===== config.mk =====
export PLATFORM = sky130hd
export DESIGN_NAME = qdw_ring_walker
export DESIGN_NICKNAME = d
export VERILOG_FILES = /design/src/rtl/qdw_pkg.sv /design/src/rtl/qdw_csum.sv /design/src/rtl/qdw_decode.sv /design/src/rtl/qdw_ring_walker.sv
export SDC_FILE = /design/constraint.sdc
export NUM_CORES = 1
export LEC_CHECK = 0
export BUFFER_PORTS_ARGS = -buffer_cell sky130_fd_sc_hd__buf_4
export CORE_MARGIN = 2
export CORE_UTILIZATION = 55
export DETAILED_ROUTE_END_ITERATION = 8
export PLACE_DENSITY = 0.8
export SLEW_MARGIN = 0
export SYNTH_ARGS = -nofsm -noshare
export SYNTH_HDL_FRONTEND = slang
export SYNTH_SLANG_ARGS = --single-unit

===== constraint.sdc =====
create_clock -name clk_i -period 10.7 [get_ports clk_i]
set_input_delay 0.535 -clock clk_i [delete_from_list [all_inputs] [get_ports clk_i]]
set_output_delay 0.535 -clock clk_i [all_outputs]
set_load 0.005 [all_outputs]

===== src/rtl/qdw_pkg.sv =====
package qdw_pkg;
  localparam int WORD_W     = 32;
  localparam int DESC_WORDS = 4;
  localparam int DESC_BYTES = DESC_WORDS * WORD_W / 8;
  localparam int LEN_W      = 16;
  localparam int CNT_W      = $clog2(DESC_WORDS);

  localparam int FLG_OWN  = 0;
  localparam int FLG_SKIP = 2;
  localparam int FLG_IOC  = 7;
  localparam int EXT_ZLP  = 5;

  typedef enum logic [2:0] {
    ST_IDLE, ST_FETCH, ST_EVAL, ST_PARK, ST_MOVE, ST_WB_LEN, ST_WB_FLG, ST_HALT
  } walk_st_e;

  typedef struct packed {
    logic             own;
    logic             skip;
    logic             ioc;
    logic             zlp;
    logic             csum_ok;
    logic [WORD_W-1:0] next_ptr;
    logic [WORD_W-1:0] buf_ptr;
    logic [LEN_W-1:0]  xfer_len;
  } desc_info_t;
endpackage


===== src/rtl/qdw_csum.sv =====
module qdw_csum #(
  parameter int NBYTES = 16
) (
  input  logic [NBYTES*8-1:0] data_i,
  output logic [7:0]          sum_o
);
  logic [7:0] part [NBYTES+1];
  assign part[0] = 8'h00;
  for (genvar g = 0; g < NBYTES; g++) begin : g_acc
    assign part[g+1] = part[g] + data_i[g*8 +: 8];
  end
  assign sum_o = part[NBYTES];
endmodule


===== src/rtl/qdw_decode.sv =====
module qdw_decode
  import qdw_pkg::*;
(
  input  logic [DESC_WORDS*WORD_W-1:0] desc_i,
  input  logic                         dir_tx_i,
  output desc_info_t                   info_o
);
  logic [7:0] sum;
  logic [WORD_W-1:0] w0, w1, w2, w3;

  assign w0 = desc_i[0*WORD_W +: WORD_W];
  assign w1 = desc_i[1*WORD_W +: WORD_W];
  assign w2 = desc_i[2*WORD_W +: WORD_W];
  assign w3 = desc_i[3*WORD_W +: WORD_W];

  qdw_csum #(.NBYTES(DESC_BYTES)) u_csum (.data_i(desc_i), .sum_o(sum));

  always_comb begin
    info_o.own      = w0[FLG_OWN];
    info_o.skip     = w0[FLG_SKIP];
    info_o.ioc      = w0[FLG_IOC];
    info_o.zlp      = dir_tx_i & w3[16 + EXT_ZLP];
    info_o.csum_ok  = (sum == 8'hFF);
    info_o.next_ptr = w1;
    info_o.buf_ptr  = w2;
    info_o.xfer_len = dir_tx_i ? w3[LEN_W-1:0] : w0[31:16];
  end
endmodule


===== src/rtl/qdw_ring_walker.sv =====
module qdw_ring_walker
  import qdw_pkg::*;
#(
  parameter int ADDR_W = 32
) (
  input  logic              clk_i,
  input  logic              rst_ni,
  input  logic              start_i,
  input  logic [ADDR_W-1:0] start_addr_i,
  input  logic              resume_i,
  input  logic              dir_tx_i,
  input  logic              csum_en_i,
  output logic              mem_req_o,
  output logic              mem_we_o,
  output logic [ADDR_W-1:0] mem_addr_o,
  output logic [31:0]       mem_wdata_o,
  input  logic              mem_ack_i,
  input  logic [31:0]       mem_rdata_i,
  output logic              xfer_valid_o,
  output logic [ADDR_W-1:0] xfer_addr_o,
  output logic [15:0]       xfer_len_o,
  output logic              xfer_zlp_o,
  input  logic              xfer_done_i,
  input  logic [15:0]       xfer_count_i,
  output logic [ADDR_W-1:0] cur_ptr_o,
  output logic              done_irq_o,
  output logic              csum_err_irq_o
);
  localparam int LEN_OFS = (DESC_WORDS - 1) * (WORD_W / 8);

  walk_st_e                       state_q;
  logic [ADDR_W-1:0]              cur_q;
  logic [CNT_W-1:0]               wcnt_q;
  logic [DESC_WORDS-1:0][WORD_W-1:0] desc_q;
  logic                           dir_q, csen_q;
  logic [LEN_W-1:0]               cnt_q;
  logic                           done_q, err_q;
  desc_info_t                     info;

  qdw_decode u_dec (.desc_i(desc_q), .dir_tx_i(dir_q), .info_o(info));

  always_ff @(posedge clk_i or negedge rst_ni) begin
    if (!rst_ni) begin
      state_q <= ST_IDLE;
      cur_q   <= '0;
      wcnt_q  <= '0;
      desc_q  <= '0;
      dir_q   <= 1'b0;
      csen_q  <= 1'b0;
      cnt_q   <= '0;
      done_q  <= 1'b0;
      err_q   <= 1'b0;
    end else begin
      done_q <= 1'b0;
      err_q  <= 1'b0;
      case (state_q)
        ST_IDLE, ST_PARK, ST_HALT: begin
          if (start_i) begin
            cur_q   <= start_addr_i;
            dir_q   <= dir_tx_i;
            csen_q  <= csum_en_i;
            wcnt_q  <= '0;
            state_q <= ST_FETCH;
          end else if (state_q == ST_PARK && resume_i) begin
            wcnt_q  <= '0;
            state_q <= ST_FETCH;
          end
        end
        ST_FETCH: begin
          if (mem_ack_i) begin
            desc_q[wcnt_q] <= mem_rdata_i;
            if (wcnt_q == CNT_W'(DESC_WORDS - 1)) state_q <= ST_EVAL;
            else wcnt_q <= wcnt_q + 1'b1;
          end
        end
        ST_EVAL: begin
          // ownership first, then integrity, then skip
          if (!info.own) begin
            state_q <= ST_PARK;
          end else if (csen_q && !info.csum_ok) begin
            err_q   <= 1'b1;
            state_q <= ST_HALT;
          end else if (info.skip) begin
            cur_q   <= info.next_ptr[ADDR_W-1:0];
            wcnt_q  <= '0;
            state_q <= ST_FETCH;
          end else begin
            state_q <= ST_MOVE;
          end
        end
        ST_MOVE: begin
          if (xfer_done_i) begin
            cnt_q   <= xfer_count_i;
            state_q <= dir_q ? ST_WB_FLG : ST_WB_LEN;
          end
        end
        ST_WB_LEN: if (mem_ack_i) state_q <= ST_WB_FLG;
        ST_WB_FLG: begin
          if (mem_ack_i) begin
            done_q  <= info.ioc;
            cur_q   <= info.next_ptr[ADDR_W-1:0];
            wcnt_q  <= '0;
            state_q <= ST_FETCH;
          end
        end
        default: state_q <= ST_IDLE;
      endcase
    end
  end

  always_comb begin
    mem_req_o   = 1'b0;
    mem_we_o    = 1'b0;
    mem_addr_o  = cur_q;
    mem_wdata_o = '0;
    case (state_q)
      ST_FETCH: begin
        mem_req_o  = 1'b1;
        mem_addr_o = cur_q + ADDR_W'({wcnt_q, 2'b00});
      end
      ST_WB_LEN: begin
        mem_req_o   = 1'b1;
        mem_we_o    = 1'b1;
        mem_addr_o  = cur_q + ADDR_W'(LEN_OFS);
        mem_wdata_o = {desc_q[DESC_WORDS-1][WORD_W-1:LEN_W], cnt_q};
      end
      ST_WB_FLG: begin
        mem_req_o   = 1'b1;
        mem_we_o    = 1'b1;
        mem_wdata_o = {desc_q[0][WORD_W-1:1], 1'b0};
      end
      default: ;
    endcase
  end

  assign xfer_valid_o   = (state_q == ST_MOVE);
  assign xfer_addr_o    = info.buf_ptr[ADDR_W-1:0];
  assign xfer_len_o     = info.xfer_len;
  assign xfer_zlp_o     = info.zlp;
  assign cur_ptr_o      = cur_q;
  assign done_irq_o     = done_q;
  assign csum_err_irq_o = err_q;
endmodule


== Word level (Yosys, flattened, before mapping) ==
Index checks and enable logic that the tools add are counted.

* Register bits after elaboration: 185
* Output and inout bits: 150

* Bitwise operators: 1
* Reductions and logical operators: 16
* Add/subtract/negate cells: 18
* Eq/ne operators: 20
* Muxes and demuxes: 40
* $lt $le $gt $ge: 2

{| class="wikitable"
|+ Operators with widths
! kind !! count
|-
| 2-to-1 mux 32 bit || 6
|-
| bitwise mux 128 bit || 1
|-
| case mux 32 bit (2 select lines) || 2
|-
| adder 8 bit || 15
|-
| case mux 32 bit (3 select lines) || 1
|-
| demux 32 bit (select 2 bit) || 1
|-
| adder 32 x 4 -> 32 bit || 1
|-
| adder 32 x 4 -> 32 bit (second input constant) || 1
|-
| 2-to-1 mux 3 bit || 10
|-
| 2-to-1 mux 2 bit || 9
|-
| inequality test 2 bit (second input constant) || 9
|-
| case mux 3 bit (6 select lines) || 1
|-
| 2-to-1 mux 16 bit || 1
|-
| equality test 3 bit (second input constant) || 4
|-
| AND reduction 6 bit || 2
|-
| equality test 8 bit (second input constant) || 1
|-
| case mux 2 bit (4 select lines) || 1
|-
| AND reduction 8 bit || 1
|-
| 2-to-1 mux 1 bit || 7
|-
| equality test 3 x 2 -> 1 bit (second input constant) || 2
|-
| AND reduction 2 bit || 3
|-
| OR reduction 3 bit || 2
|-
| nonzero test 4 bit || 1
|-
| equality test 3 x 1 -> 1 bit (second input constant) || 1
|-
| other kinds (12) || 14
|}

== Depth between registers and ports, before layout ==
* Word-level depth: 21
* Gate-level depth with buffers: 20
* Depth with buffers taken out: 19

== Modules after synthesis ==
From an unflattened synthesis, not the netlist that was laid out.

* Cell total of the unflattened synthesis: 1,049
* Area total of the unflattened synthesis: 11,984.0 sq um

{| class="wikitable"
|+ Modules (own cells, without submodules)
! module !! seq. area each (sq um) !! area an instance (sq um) !! instances !! cells an instance
|-
| qdw_ring_walker || 4,629.4 || 8,491.9 || 1 || 692
|-
| qdw_csum || 0.0 || 2,720.1 || 1 || 268
|-
| qdw_decode || 0.0 || 772.0 || 1 || 89
|}

== Worst setup path after synthesis ==
Ideal clock, no wire load.

* Path kind: reg2reg
* Start point: register desc_q[74] (netlist name)
* End point: register wcnt_q[0]
* Slack: 4.698 ns
* Stages on the path, launching flop included: 20
* Library setup time: 0.125 ns
* Arrival: 5.877 ns
* Data required time: 10.575 ns
* Period minus slack after synthesis: 6.002 ns
* Cells stage by stage: dfrtp_1 fa_1 inv_1 fa_1 inv_1 fa_1 inv_1 fa_1 fa_1 inv_1 fa_1 ha_1 fa_1 a211oi_1 xnor2_1 a31oi_1 nor3_1 a31oi_1 or4_4 mux2_4

* Cells in the longest elaborated chain, start to end: 12

{| class="wikitable"
|+ RTL lines
! item !! RTL line !! text
|-
| start, declared || qdw_ring_walker.sv:34 || <nowiki>logic [DESC_WORDS-1:0][WORD_W-1:0] desc_q;</nowiki>
|-
| start signal, assigned by index || qdw_ring_walker.sv:71 || <nowiki>desc_q[wcnt_q] <= mem_rdata_i;</nowiki>
|-
| adder 8 bit (7 in series) || qdw_csum.sv:10 || <nowiki>assign part[g+1] = part[g] + data_i[g*8 +: 8];</nowiki>
|-
| equality test 8 bit || qdw_decode.sv:23 || <nowiki>info_o.csum_ok = (sum == 8'hFF);</nowiki>
|-
| logical NOT 1 bit || qdw_ring_walker.sv:80 || <nowiki>end else if (csen_q && !info.csum_ok) begin</nowiki>
|-
| logical AND 1 bit || qdw_ring_walker.sv:80 ||
|-
| inequality test 2 bit (no source line) || -- ||
|-
| AND reduction 8 bit (no source line) || -- ||
|-
| end signal, assigned || qdw_ring_walker.sv:73 || <nowiki>else wcnt_q <= wcnt_q + 1'b1;</nowiki>
|-
| end, declared || qdw_ring_walker.sv:33 || <nowiki>logic [CNT_W-1:0] wcnt_q;</nowiki>
|}

No other way between the ends.
A chain may end at the register's enable or synchronous reset.

== Worst setup path in the final report ==
* Start point: register desc_q[74] (netlist name)
* End point: register cur_q[19] (netlist: cur_ptr_o[19])

* Cells in the longest elaborated chain, start to end: 12

{| class="wikitable"
|+ RTL lines
! item !! RTL line !! text
|-
| adder 8 bit (7 in series) || qdw_csum.sv:10 ||
|-
| equality test 8 bit || qdw_decode.sv:23 ||
|-
| logical NOT 1 bit || qdw_ring_walker.sv:80 ||
|-
| logical AND 1 bit || qdw_ring_walker.sv:80 ||
|-
| inequality test 2 bit (no source line) || -- ||
|-
| AND reduction 6 bit (no source line) || -- ||
|-
| end signal, assigned || qdw_ring_walker.sv:59 || <nowiki>cur_q <= start_addr_i;</nowiki>
|-
| end signal, assigned || qdw_ring_walker.sv:84 || <nowiki>cur_q <= info.next_ptr[ADDR_W-1:0];</nowiki>
|-
| end signal, assigned || qdw_ring_walker.sv:101 || <nowiki>cur_q <= info.next_ptr[ADDR_W-1:0];</nowiki>
|-
| end, declared || qdw_ring_walker.sv:32 || <nowiki>logic [ADDR_W-1:0] cur_q;</nowiki>
|}

No other way between the ends.

==> metrics.csv <==
stage,metric,value,unit
drt,wire_per_inst,20.79,um
worst_setup_path,worstSetupEndpointType,flop,
worst_setup_path,slowest_delay,0.55,ns
worst_setup_path,crit_family,adder cells,
flow_run,cap_violations,0,
timing,fin_hold_ws,0.1954,ns
floorplanning,coreArea,20360,um^2
floorplanning,std_cell_rows,52,
timing,rsz0062_at_grt,no,
drt,via_per_inst,5.498,
timing,fin_worst_skew,0.01187,ns
drt,vias,7681,
clock_network,clockRootBuffer,clkbuf_16,
timing,worst_pin_slew,1.112,ns
floorplanning,die-area,22100,um^2
clock_network,cts.sinks,185,
min_path,hold_class,input port to asynchronous set/reset pin,
worst_setup_path,crit_top_cell,fa_1,
clock_network,clkTransAtPathRegs,0.08,ns
drt,drcViolationCount,0,
place,dp_hpwl,21670,um
clock_network,cts-buffers-inserted,17,
grt,grt_max_degree,118,
timing,period_needed,6.368,ns
worst_setup_path,arrival,6.70,ns
timing,tns,0,ns
logic_synthesis,synth_edf_count,0,
worst_setup_path,crit_path_cell_trace,"fa_1, inv_1, fa_1, inv_1, fa_1, inv_1, fa_1, fa_1, inv_1, fa_1, ha_1, fa_1, a211oi_1, xnor2_1, a31oi_1, nor3_1, a31oi_1, nor2_2, buf_4, mux2_2",
drt,drt_iter0_drc,321,
logic_synthesis,muxShareOfSynthArea,22.29,%
clock_network,cts_buffer_depth,2,
clock_network,cts_resized,0,
logic_synthesis,yosys.area_share.adder,17.37,%
logic_synthesis,yosysSeqAreaShare,40.23,%
drt,antenna_left,0,
worst_setup_path,worst-path-buf-inv,5,
logic_synthesis,synth_top_family_by_area,multiplexers,
clock_network,clock_latency,0.45,ns
logic_synthesis,ys_seq_elements,185,
logic_synthesis,synth.cell_area,11510,um^2
worst_setup_path,cp.required,11.03,ns
worst_setup_path,reg2reg_depth,20,
clock_network,htree_levels,4,
worst_setup_path,slowest_stage,fa_1,
grt,grt_usage,27.22,%
layout,finalNetCount,1309,
floorplanning,die_w,148.7,um
worst_setup_path,critPathKind,flop to flop,
layout,syn2layout_area_growth,20.69,%
grt,grt_pass1_vias,8228,
grt,antenna_found_initial,0,
drt,wl,29050,um
logic_synthesis,synth_xor_area_share,4.686,%
floorplanning,die_h,148.7,um
worst_setup_path,r2r_slack,4.33,ns
logic_synthesis,ys_dominant_reg_cell,dfrtp_1,
timing,period_share,59.51,%
grt,grt_pass1_wl,45130,um
logic_synthesis,synth_fp_nets,1115,
logic_synthesis,synth.avg_cell_area,12.51,um^2
clock_network,cts_setup_buffers,0,
logic_synthesis,synthesis.instances,920,
place,portBuffers,237,
timing,final_hold_viol_count,0,
clock_network,ctsHoldBuffers,0,
logic_synthesis,yosysWarnings,0,
layout,antennaDiodeCount,0,
grt,grt.overflow.total,0,
logic_synthesis,ys_async_sr_fraction,100.0,%
worst_setup_path,startpoint_type,flop,
floorplanning,io_pins,238,
clock_network,cts_tree,done,
timing,fmax,157.0,MHz
worst_setup_path,reg2reg_from,desc_q[74],
worst_setup_path,cp_max_fo,32,
logic_synthesis,synth-simple-area-share,4.197,%
worst_setup_path,reg2reg_to,cur_ptr_o[19],
logic_synthesis,synth_compound_area_share,4.099,%
timing,final_max_slew_viol_count,0,
logic_synthesis,yosysUniqueCellTypes,40,
timing,relSlewSlack,25.84,%
floorplanning,initial_core_util,56.51,%
drt,drtPass1Iterations,5,
place,finalWeightedCongestion,0.9084,
layout,drive_gt1_share,45.08,%
timing,setup_viol,0,
run_status,run_status,"complete, no violations",
flip-flops by register name (all words and copies together) (netlist names):
name	cells
cnt_q	16
csen_q	1
state_q	3
dir_q	1
done_irq_o	1
cur_ptr_o	32
csum_err_irq_o	1
desc_q	128
wcnt_q	2
cell usage in the layout (no fill, tap or decap), drive strengths merged, types with 8 or more instances in the layout:
| cell | n |
|---|---|
| a21oi | 11 |
| a22o | 31 |
| and3 | 10 |
| buf | 243 |
| clkbuf | 18 |
| clkinv | 8 |
| dfrtp | 185 |
| fa | 88 |
| ha | 19 |
| inv | 115 |
| mux2 | 225 |
| nand2 | 32 |
| nand3 | 9 |
| nor2 | 20 |
| o21ai | 10 |
| xnor2 | 47 |
| xor2 | 12 |
cell type report:
type / instances / area, um^2
multi-input combinational: 557 / 6068
clock buffer: 17 / 425.4
sequential: 185 / 4629
tap: 270 / 337.8
fill: 1532 / 6475
timing repair buffer: 244 / 1838
clock inverter: 15 / 181.4
inverter: 109 / 409.1
per-layer routing:
metal	track usage [%]	vias up	wire length [um]
li1	-	3440	-
met1	32.65	3948	11220
met2	47.89	231	15350
met3	4.785	62	1221
met4	12.76	0	1261
met5	0	-	0
kinds of logic (layout without fill, tap and decap cells):
family | Yosys count | after routing
buffers and inverters | 178 | 385
multiplexers | 227 | 227
AO/OA/AOI/OAI | 65 | 65
flip-flops | 185 | 185
XOR/XNOR | 60 | 60
adder cells (fa/ha/maj) | 107 | 107
AND/OR/NAND/NOR | 98 | 98
synthesized netlist by cell type, types with 2 or more instances:
cell	n	share of area (%)
mux2_2	222	22
dfrtp_1	185	40
inv_1	108	3.5
fa_1	88	15
xnor2_1	47	3.6
buf_4	34	2.2
nand2_1	32	1.0
a22o_1	30	2.3
ha_1	19	2.1
nor2_1	19	0.62
clkbuf_1	17	0.55
buf_1	13	0.42
xor2_1	12	0.91
a21oi_1	11	0.48
and3_1	10	0.54
o21ai_0	10	0.43
nand3_1	9	0.39
nor3_1	6	0.26
and2_1	5	0.27
nand4_1	5	0.27
a31oi_1	4	0.22
and4_1	4	0.30
a21o_1	3	0.20
buf_6	3	0.29
mux2_4	3	0.39
nand2b_1	3	0.16
buf_2	2	0.087
mux2i_1	2	0.17
nor2b_1	2	0.11
o31ai_1	2	0.13
worst max path at each step:
stage	startpoint	end	slack (ns)	depth (start not counted)
floorplan	desc_q[74]	wcnt_q[0]	4.70	19
global placement	desc_q[74]	cur_ptr_o[23]	4.50	20
detailed placement	desc_q[74]	cur_ptr_o[19]	4.35	20
CTS	desc_q[74]	cur_ptr_o[19]	4.31	20
global route	desc_q[74]	cur_ptr_o[19]	3.95	20
finish	desc_q[74]	cur_ptr_o[19]	4.33	20
through the flow:
stage               setup slack, ns  cell area, um^2  util, %  std cells
floorplan                     4.698            11510        -        920
global placement              4.503            13280    65.22       1365
detailed placement            4.354            13280    65.22       1365
CTS                           4.315            13890    68.20       1397
global route                  3.949            13890    68.20       1397
finish                        4.332            13890    68.20       1397
Power is left out: the tool's default activity adds up to more than one toggle a clock period on the data nets, which glitch-free logic cannot reach.
